--- config.mk ---
export PLATFORM = sky130hd
export DESIGN_NAME = hub_intr_ep
export DESIGN_NICKNAME = d
export VERILOG_FILES = /design/src/rtl/hub_ep_pkg.sv /design/src/rtl/hub_ep_regs.sv /design/src/rtl/hub_ep_toggle.sv /design/src/rtl/hub_ep_fsm.sv /design/src/rtl/hub_intr_ep.sv
export SDC_FILE = /design/constraint.sdc
export NUM_CORES = 1
export LEC_CHECK = 0
export ABC_AREA = 1
export ABC_CLOCK_PERIOD_IN_PS = 1000
export BUFFER_PORTS_ARGS = -buffer_cell sky130_fd_sc_hd__buf_2
export CAP_MARGIN = 20
export CELL_PAD_IN_SITES_DETAIL_PLACEMENT = 0
export CELL_PAD_IN_SITES_GLOBAL_PLACEMENT = 1
export CORE_MARGIN = 4
export CORE_UTILIZATION = 36
export CTS_CLUSTER_DIAMETER = 60
export DETAILED_ROUTE_END_ITERATION = 16
export PLACE_DENSITY_LB_ADDON = 0.1
export SETUP_SLACK_MARGIN = 0.05
export SYNTH_ARGS = -nofsm -noshare
export SYNTH_HDL_FRONTEND = slang
export SYNTH_SLANG_ARGS = --single-unit
export TNS_END_PERCENT = 100
--- constraint.sdc ---
create_clock -name clk -period 1 [get_ports clk]
set_input_delay 0.2 -clock clk [delete_from_list [all_inputs] [get_ports clk]]
set_output_delay 0.2 -clock clk [all_outputs]
set_load 0.05 [all_outputs]
--- src/rtl/hub_ep_pkg.sv ---
package hub_ep_pkg;
    typedef enum logic [1:0] {
        ST_IDLE     = 2'd0,
        ST_RESPOND  = 2'd1,
        ST_WAIT_ACK = 2'd2
    } ep_state_t;

    typedef enum logic [1:0] {
        RSP_NONE  = 2'd0,
        RSP_NAK   = 2'd1,
        RSP_STALL = 2'd2,
        RSP_DATA  = 2'd3
    } rsp_kind_t;
endpackage

--- src/rtl/hub_ep_regs.sv ---
module hub_ep_regs #(
    parameter int REG_W  = 8,
    parameter int FLAG_W = 6,
    parameter int CNT_W  = 4
) (
    input  logic              clk,
    input  logic              rst_n,
    input  logic              wr_en,
    input  logic              sel,
    input  logic [REG_W-1:0]  wdata,
    output logic [REG_W-1:0]  rdata,
    output logic              stall,
    output logic              pend,
    output logic [FLAG_W-1:0] flags
);
    localparam int STALL_BIT = REG_W - 1;
    localparam int PEND_BIT  = REG_W - 2;

    logic [CNT_W-1:0] cnt_q;

    always_ff @(posedge clk) begin
        if (!rst_n) begin
            stall <= 1'b0;
            pend  <= 1'b0;
            flags <= '0;
            cnt_q <= '0;
        end else if (wr_en) begin
            if (sel) begin
                cnt_q <= wdata[CNT_W-1:0];
            end else begin
                stall <= wdata[STALL_BIT];
                pend  <= wdata[PEND_BIT];
                flags <= wdata[FLAG_W-1:0];
            end
        end
    end

    always_comb begin
        if (sel) rdata = {{(REG_W-CNT_W){1'b0}}, cnt_q};
        else     rdata = {stall, pend, flags};
    end
endmodule

--- src/rtl/hub_ep_toggle.sv ---
module hub_ep_toggle (
    input  logic clk,
    input  logic rst_n,
    input  logic clr,
    input  logic flip,
    output logic tog
);
    always_ff @(posedge clk) begin
        if (!rst_n)    tog <= 1'b0;
        else if (clr)  tog <= 1'b0;
        else if (flip) tog <= ~tog;
    end
endmodule

--- src/rtl/hub_ep_fsm.sv ---
module hub_ep_fsm
    import hub_ep_pkg::*;
#(
    parameter int REG_W       = 8,
    parameter int FLAG_W      = 6,
    parameter int ACK_TIMEOUT = 16
) (
    input  logic              clk,
    input  logic              rst_n,
    input  logic              tok_in,
    input  logic              rx_ack,
    input  logic              stall,
    input  logic              pend,
    input  logic [FLAG_W-1:0] flags,
    input  logic              tog,
    output ep_state_t         state,
    output logic              flip,
    output logic              tx_valid,
    output rsp_kind_t         tx_kind,
    output logic              tx_data1,
    output logic [REG_W-1:0]  tx_byte
);
    localparam int TMR_W = (ACK_TIMEOUT > 2) ? $clog2(ACK_TIMEOUT) : 1;
    localparam logic [TMR_W-1:0] TMR_LAST = TMR_W'(ACK_TIMEOUT - 1);

    ep_state_t         nxt;
    rsp_kind_t         snap_kind;
    logic [FLAG_W-1:0] snap_flags;
    logic              snap_tog;
    logic [TMR_W-1:0]  tmr;

    // next-state logic
    always_comb begin
        nxt = state;
        unique case (state)
            ST_IDLE:     if (tok_in) nxt = ST_RESPOND;
            ST_RESPOND:  nxt = (snap_kind == RSP_DATA) ? ST_WAIT_ACK : ST_IDLE;
            ST_WAIT_ACK: if (rx_ack || tmr == TMR_LAST) nxt = ST_IDLE;
            default:     nxt = ST_IDLE;
        endcase
    end

    // state register, snapshot and ack timer
    always_ff @(posedge clk) begin
        if (!rst_n) begin
            state      <= ST_IDLE;
            snap_kind  <= RSP_NONE;
            snap_flags <= '0;
            snap_tog   <= 1'b0;
            tmr        <= '0;
        end else begin
            state <= nxt;
            if (state == ST_IDLE && tok_in) begin
                if (stall)     snap_kind <= RSP_STALL;
                else if (pend) snap_kind <= RSP_DATA;
                else           snap_kind <= RSP_NAK;
                snap_flags <= flags;
                snap_tog   <= tog;
            end
            if (state == ST_WAIT_ACK) tmr <= tmr + 1'b1;
            else                      tmr <= '0;
        end
    end

    // outputs
    always_comb begin
        flip     = (state == ST_WAIT_ACK) && rx_ack;
        tx_valid = (state == ST_RESPOND);
        tx_kind  = RSP_NONE;
        tx_data1 = 1'b0;
        tx_byte  = '0;
        if (state == ST_RESPOND) begin
            tx_kind = snap_kind;
            if (snap_kind == RSP_DATA) begin
                tx_data1 = snap_tog;
                tx_byte  = {{(REG_W-FLAG_W){1'b0}}, snap_flags};
            end
        end
    end
endmodule

--- src/rtl/hub_intr_ep.sv ---
module hub_intr_ep
    import hub_ep_pkg::*;
#(
    parameter int REG_W       = 8,
    parameter int FLAG_W      = 6,
    parameter int CNT_W       = 4,
    parameter int ACK_TIMEOUT = 16
) (
    input  logic             clk,
    input  logic             rst_n,
    input  logic             reg_wr_en,
    input  logic             reg_sel,
    input  logic [REG_W-1:0] reg_wdata,
    output logic [REG_W-1:0] reg_rdata,
    input  logic             tok_in,
    input  logic             rx_ack,
    input  logic             clr_toggle,
    output logic             tx_valid,
    output logic [1:0]       tx_kind,
    output logic             tx_data1,
    output logic [REG_W-1:0] tx_byte
);
    logic              stall_q;
    logic              pend_q;
    logic [FLAG_W-1:0] flags_q;
    logic              tog_q;
    logic              flip;
    ep_state_t         st;
    rsp_kind_t         kind;

    hub_ep_regs #(.REG_W(REG_W), .FLAG_W(FLAG_W), .CNT_W(CNT_W)) u_regs (
        .clk   (clk),
        .rst_n (rst_n),
        .wr_en (reg_wr_en),
        .sel   (reg_sel),
        .wdata (reg_wdata),
        .rdata (reg_rdata),
        .stall (stall_q),
        .pend  (pend_q),
        .flags (flags_q)
    );

    hub_ep_toggle u_tog (
        .clk   (clk),
        .rst_n (rst_n),
        .clr   (clr_toggle),
        .flip  (flip),
        .tog   (tog_q)
    );

    hub_ep_fsm #(.REG_W(REG_W), .FLAG_W(FLAG_W), .ACK_TIMEOUT(ACK_TIMEOUT)) u_fsm (
        .clk      (clk),
        .rst_n    (rst_n),
        .tok_in   (tok_in),
        .rx_ack   (rx_ack),
        .stall    (stall_q),
        .pend     (pend_q),
        .flags    (flags_q),
        .tog      (tog_q),
        .state    (st),
        .flip     (flip),
        .tx_valid (tx_valid),
        .tx_kind  (kind),
        .tx_data1 (tx_data1),
        .tx_byte  (tx_byte)
    );

    assign tx_kind = kind;
endmodule

; ---- Word level (Yosys, flattened, before mapping)
; Cells that the tools add are included.
[totals]
register_bits = 28
inputBits = 15
out_inout_bits = 20
wordCells = 41
[op_classes]
add_sub_neg = 1
n_eq_ne = 6
n_mux = 12
bitwise_logic = 3
n_reduce_logical = 9
[ops]
columns = operator, n
row1 = 8-bit two-way mux, 2
row2 = 2-bit two-way mux, 6
row3 = 2-bit AND reduction, 4
row4 = 6-bit two-way mux, 1
row5 = 2-bit one-hot mux with 3 select lines, 1
row6 = "4-bit by 1-bit adder with 4-bit output, second input constant", 1
row7 = "2-bit equality test, second input constant", 2
row8 = "4-bit equality test, second input constant", 1
row9 = 1-bit inverter, 3
row10 = "2-bit by 1-bit equality test with 1-bit output, second input constant", 1
row11 = 1-bit logical AND, 2
row12 = 2-bit logical NOT, 1
row13 = 1-bit two-way mux, 2
row14 = "2-bit by 1-bit inequality test with 1-bit output, second input constant", 1
row15 = "2-bit inequality test, second input constant", 1
row16 = 2-bit OR reduction, 1
row17 = 1-bit logical OR, 1

; ---- Depth between registers and ports, before layout
[logic_depth]
depth_word = 4
ltp_mapped = 6
depth_no_buf = 6

; ---- Cells and area by module
; A second synthesis with hierarchy kept.
[hier_totals]
cells_unflattened = 195
area_unflattened_um2 = 1281.2
[modules_own_cells]
columns = module, instances, cells_per_inst, area_per_inst_um2, seq_area_each_um2
row1 = hub_ep_fsm, 1, 94, 655.6, 300.3
row2 = hub_ep_regs, 1, 92, 573.0, 240.2
row3 = hub_ep_toggle, 1, 9, 52.6, 20.0

; ---- Worst setup path before layout
; OpenSTA, ideal clock, no wires.
[synth_path]
path_kind = register to output
start = reg u_fsm.state[0]
end = out tx_kind[0]
arrival_time_ns = 1.878
path_slack_ns = -1.078
path_stages_with_launch = 5
n_path_buf = 0
path_cell_list = dfxtp_1 -> inv_1 -> nor2_1 -> inv_2 -> nor2_1
[synth_between]
elab_chain_len = 2
[synth_rtl]
columns = item, line_no
row1 = start: declaration, hub_ep_fsm.sv:16  ; output ep_state_t state,
row2 = start signal: assignment, hub_ep_fsm.sv:52  ; state <= nxt;
row3 = 2-bit by 1-bit equality test with 1-bit output, --
row4 = via tx_valid, hub_intr_ep.sv:18  ; output logic tx_valid,
row5 = 2-bit two-way mux, hub_ep_fsm.sv:72  ; if (state == ST_RESPOND) begin
row6 = end: declaration, hub_intr_ep.sv:19  ; output logic [1:0] tx_kind,
; The timed path passes the listed nets, and every way through them passes these cells.

; ---- Worst setup path in the final report
[layout_path]
start = reg u_fsm.state[1]
end = out tx_byte[2]
[layout_between]
elab_chain_len = 2
[layout_rtl]
columns = item, line_no
row1 = 2-bit by 1-bit equality test with 1-bit output, hub_ep_fsm.sv:72
row2 = 8-bit two-way mux, hub_ep_fsm.sv:72
row3 = end: declaration, hub_intr_ep.sv:21  ; output logic [REG_W-1:0] tx_byte
; Every way passes these cells.

==> summary.md <==
| Metric | Value |
|---|---|
| FILL cells | between 300 and 400 |
| Sink Count | 28 |
| First-pass iteration count of the detailed router | 4 |
| Global Route Usage Sum | 0.138 |
| Setup crit start | u_fsm.state[1] |
| Critical Path RT | approximately 800 ps |
| Via density | approximately 4.3 |
| CP Max Fanout | 8 |
| Initial core utilization | 0.383 |
| Final hold violations | 0 |
| Vias in the first global route | 1172 |
| Final net count | approximately 250 |
| Period utilization | 1.44 |
| Fin crit period | approximately 1400 ps |
| First-pass GRT wire length | between 4000 and 5000 µm |
| Finished Cell Area | 0.00209 mm² |
| CTS max path bufs | 2 |
| Worst vdd ir | 0.552 mV |
| DR WL met2 | about 1400 µm |
| Post-Syn Area | roughly 0.0013 mm² |
| Die footprint | around 0.0047 mm² |
| IO buf count | 32 |
| Die height | between 60 and 70 µm |
| Antenna cell count | 0 |
| CTS Buf Count | 3 |
| DRC | 0 |
| Pwr Density | 1130 mW/mm² |
| Crit. End Element | output pin |
| Top-count cell post-synth | nor2_1 |
| Avg WL per Cell | 10.1 µm |
| Post-Syn Instances | between 150 and 200 |
| Final Slew Violations | 0 |
| Clk_lat worst skew | ~320 ps |
| CP startpoint kind | register |
| Htree depth | 1 |
| Drt initial violations | 21 |
| Crit path to | tx_byte[2] |
| CP arrival | approximately 1200 ps |
| FMAX | 696 MHz |
| DIE WIDTH | approximately 68 µm |
| Worst r2r src | u_fsm.state[1] |
| I/O pin count | 35 |
| CTS tree | built |
| Initial antenna violation count | 0 |
| Run status | finished with violations |
| Synth warn | 0 |
| Synth Register Bits | 28 |
| Hold Path Class | in -> reg |
| Failing checks | negative setup slack |
| Pin count of the biggest net entering global routing | 16 |
| Met1 Wirelength | between 1000 and 1500 µm |
| Largest area contributor in the netlist | dfxtp_1 |
| Reg2reg path depth | 7 |
| Synthesis-to-layout area growth | 60.0% |
| DR vias | approximately 1200 |
| Clock skew | roughly 1.2 ps |
| RR Endpoint | u_fsm.snap_flags[1] |
| Sequential fraction of the synthesis area | 0.429 |
| GPL Wtd Cong | 0.736 |
| Top-area cell type share of the netlist area | 0.429 |
| Post-DP Area | about 0.0018 mm² |
| Synth unique cells | 24 |
| Setup violators final | 30 |
| Design Power | between 2 and 2.5 mW |
| Synth top cells by count | 52 x nor2_1, 28 x dfxtp_1, 23 x inv_1 |
| Post-layout worst setup margin | -437 ps |
| Synth area leaders | dfxtp_1 43%, nor2_1 15%, o21ai_2 8.7%, inv_1 6.6%, nand2_1 5.5% |
| DR WL met3 | approximately 120 µm |
| GRT overflow | 0 |
| Layout cells sized above 1 | 0.626 |
| Synth Flop Type | dfxtp_1 |
| MaxCap Viol Count | 0 |
| Core box area | approximately 0.0034 mm² |
| CTS Hold Bufs | 0 |
| Ys async rst share | 0 |
| Leakage | ~0.9 nW |
| Post-Route WL | roughly 2800 µm |
| Clk slew on worst S/H paths | about 140 ps |
| Antenna-violating nets left | 0 |
| RSZ-0062 raised after global routing | yes |
| Root Buffer | clkbuf_4 |
| Post-synth EDFFs | 0 |
| Crit path kind | reg -> out |
| Syn_area_per_cell | 7.56 µm² |
| FP Rows | 21 |
| R2R setup slack | -140 ps |
| Final HPWL DP | roughly 2300 µm |
| Top routing layer used | met4 |
-- flip-flops by register name, summed over array words and instances (netlist names), 2 cells and up --
| register | cells |
|---|---|
| u_fsm.snap_flags | 6 |
| u_regs.flags | 6 |
| u_fsm.tmr | 4 |
| u_regs.cnt_q | 4 |
| u_fsm.snap_kind | 2 |
| u_fsm.state | 2 |
-- area by class of cell --
cell class              count  area (µm²)  area share
clock buffers               4        36.3      0.0173
inverters                  25        98.8      0.0472
multi-input cells         114         759       0.363
flip-flops and latches     28         583       0.279
well taps                  46        57.6      0.0275
repair buffers             59         557       0.266
-- worst min-delay path by stage --
stage,startpoint,depth (start not counted),endpoint
2_1_floorplan,reg_wdata[0],2,u_regs.flags[0]
3_3_place_gp,clr_toggle,4,u_tog.tog
3_5_place_dp,u_fsm.tmr[0],1,u_fsm.tmr[0]
4_1_cts,clr_toggle,4,u_tog.tog
5_1_grt,reg_wdata[5],3,u_regs.flags[5]
6_report,clr_toggle,4,u_tog.tog
-- cells by family (layout without fill, tap and decap cells) --
kind of cell    after synthesis  count (layout)  share of synthesized area
compound gates               26              26                      0.148
flops                        28              28                      0.429
buf+inv                      32              88                      0.129
fa+ha+maj                     1               1                    0.00957
simple gates                 84              84                      0.275
xor+xnor                      1               1                    0.00670
other cells                   1               2                    0.00287
-- stage by stage --
step                      worst slack (ps)  TNS (ps)  std cells  utilization  hold slack, ps
after floorplan                       -320     -2220        174            -             334
after global placement                -174     -2610        265        0.516             438
after detailed placement              -195     -3010        265        0.516             452
after CTS                             -460     -6980        273        0.593            94.3
after global routing                  -513     -8470        276        0.612             103
final                                 -437     -6510        276        0.612             101
-- report_power, final --
part	leakage, nW	internal, mW	total (mW)	switching (mW)
sequential	0.236	1.19	1.23	0.0411
combinational	0.641	0.256	0.605	0.348
clock	0.0210	0.223	0.540	0.317
-- layer usage --
layer | vias up | track usage
li1 | 640 | -
met1 | 512 | 0.163
met2 | 25 | 0.250
met3 | 2 | 0.0246
met4 | 0 | 0.0447
met5 | - | 0
-- critical path: stages, from the launching register on --
cell and delay [ps]:
dfxtp_2 360, inv_2 70, nand4_4 80, buf_12 160, nor2_4 80, buf_6 160
-- repair_timing --
action,CTS,global route
gates resized for setup,76,12
pin swaps,18,7
setup endpoints to repair,34,34
setup buffers,5,4
-- cells in the final DEF (no fill, tap or decap) --
| cell type | synthesis | routed |
|---|---|---|
| o21ai_0 | 6 | 6 |
| a21oi_1 | 3 | 2 |
| buf_2 | 1 | 14 |
| nand2_4 | 2 | 4 |
| buf_12 | 1 | 2 |
| nand4_1 | 1 | 1 |
| dfxtp_2 | 0 | 15 |
| buf_8 | 0 | 10 |
| clkbuf_8 | 0 | 1 |
| nor2_4 | 0 | 16 |
| nand2_1 | 19 | 4 |
| inv_6 | 1 | 1 |
| buf_4 | 2 | 20 |
| nand3_1 | 4 | 4 |
| inv_1 | 23 | 16 |
| nor2_1 | 52 | 37 |
| inv_2 | 1 | 8 |
| nor2_2 | 3 | 2 |
| conb_1 | 1 | 2 |
| nand4_4 | 0 | 1 |
| nand2_2 | 2 | 15 |
| dfxtp_1 | 28 | 12 |
| o21ai_2 | 13 | 13 |
| ha_1 | 1 | 1 |
| xnor2_1 | 1 | 1 |
| clkbuf_4 | 1 | 3 |
| buf_6 | 2 | 13 |
| a21oi_2 | 4 | 5 |
| dfxtp_4 | 0 | 1 |
Power figures use the tool's default switching activity.
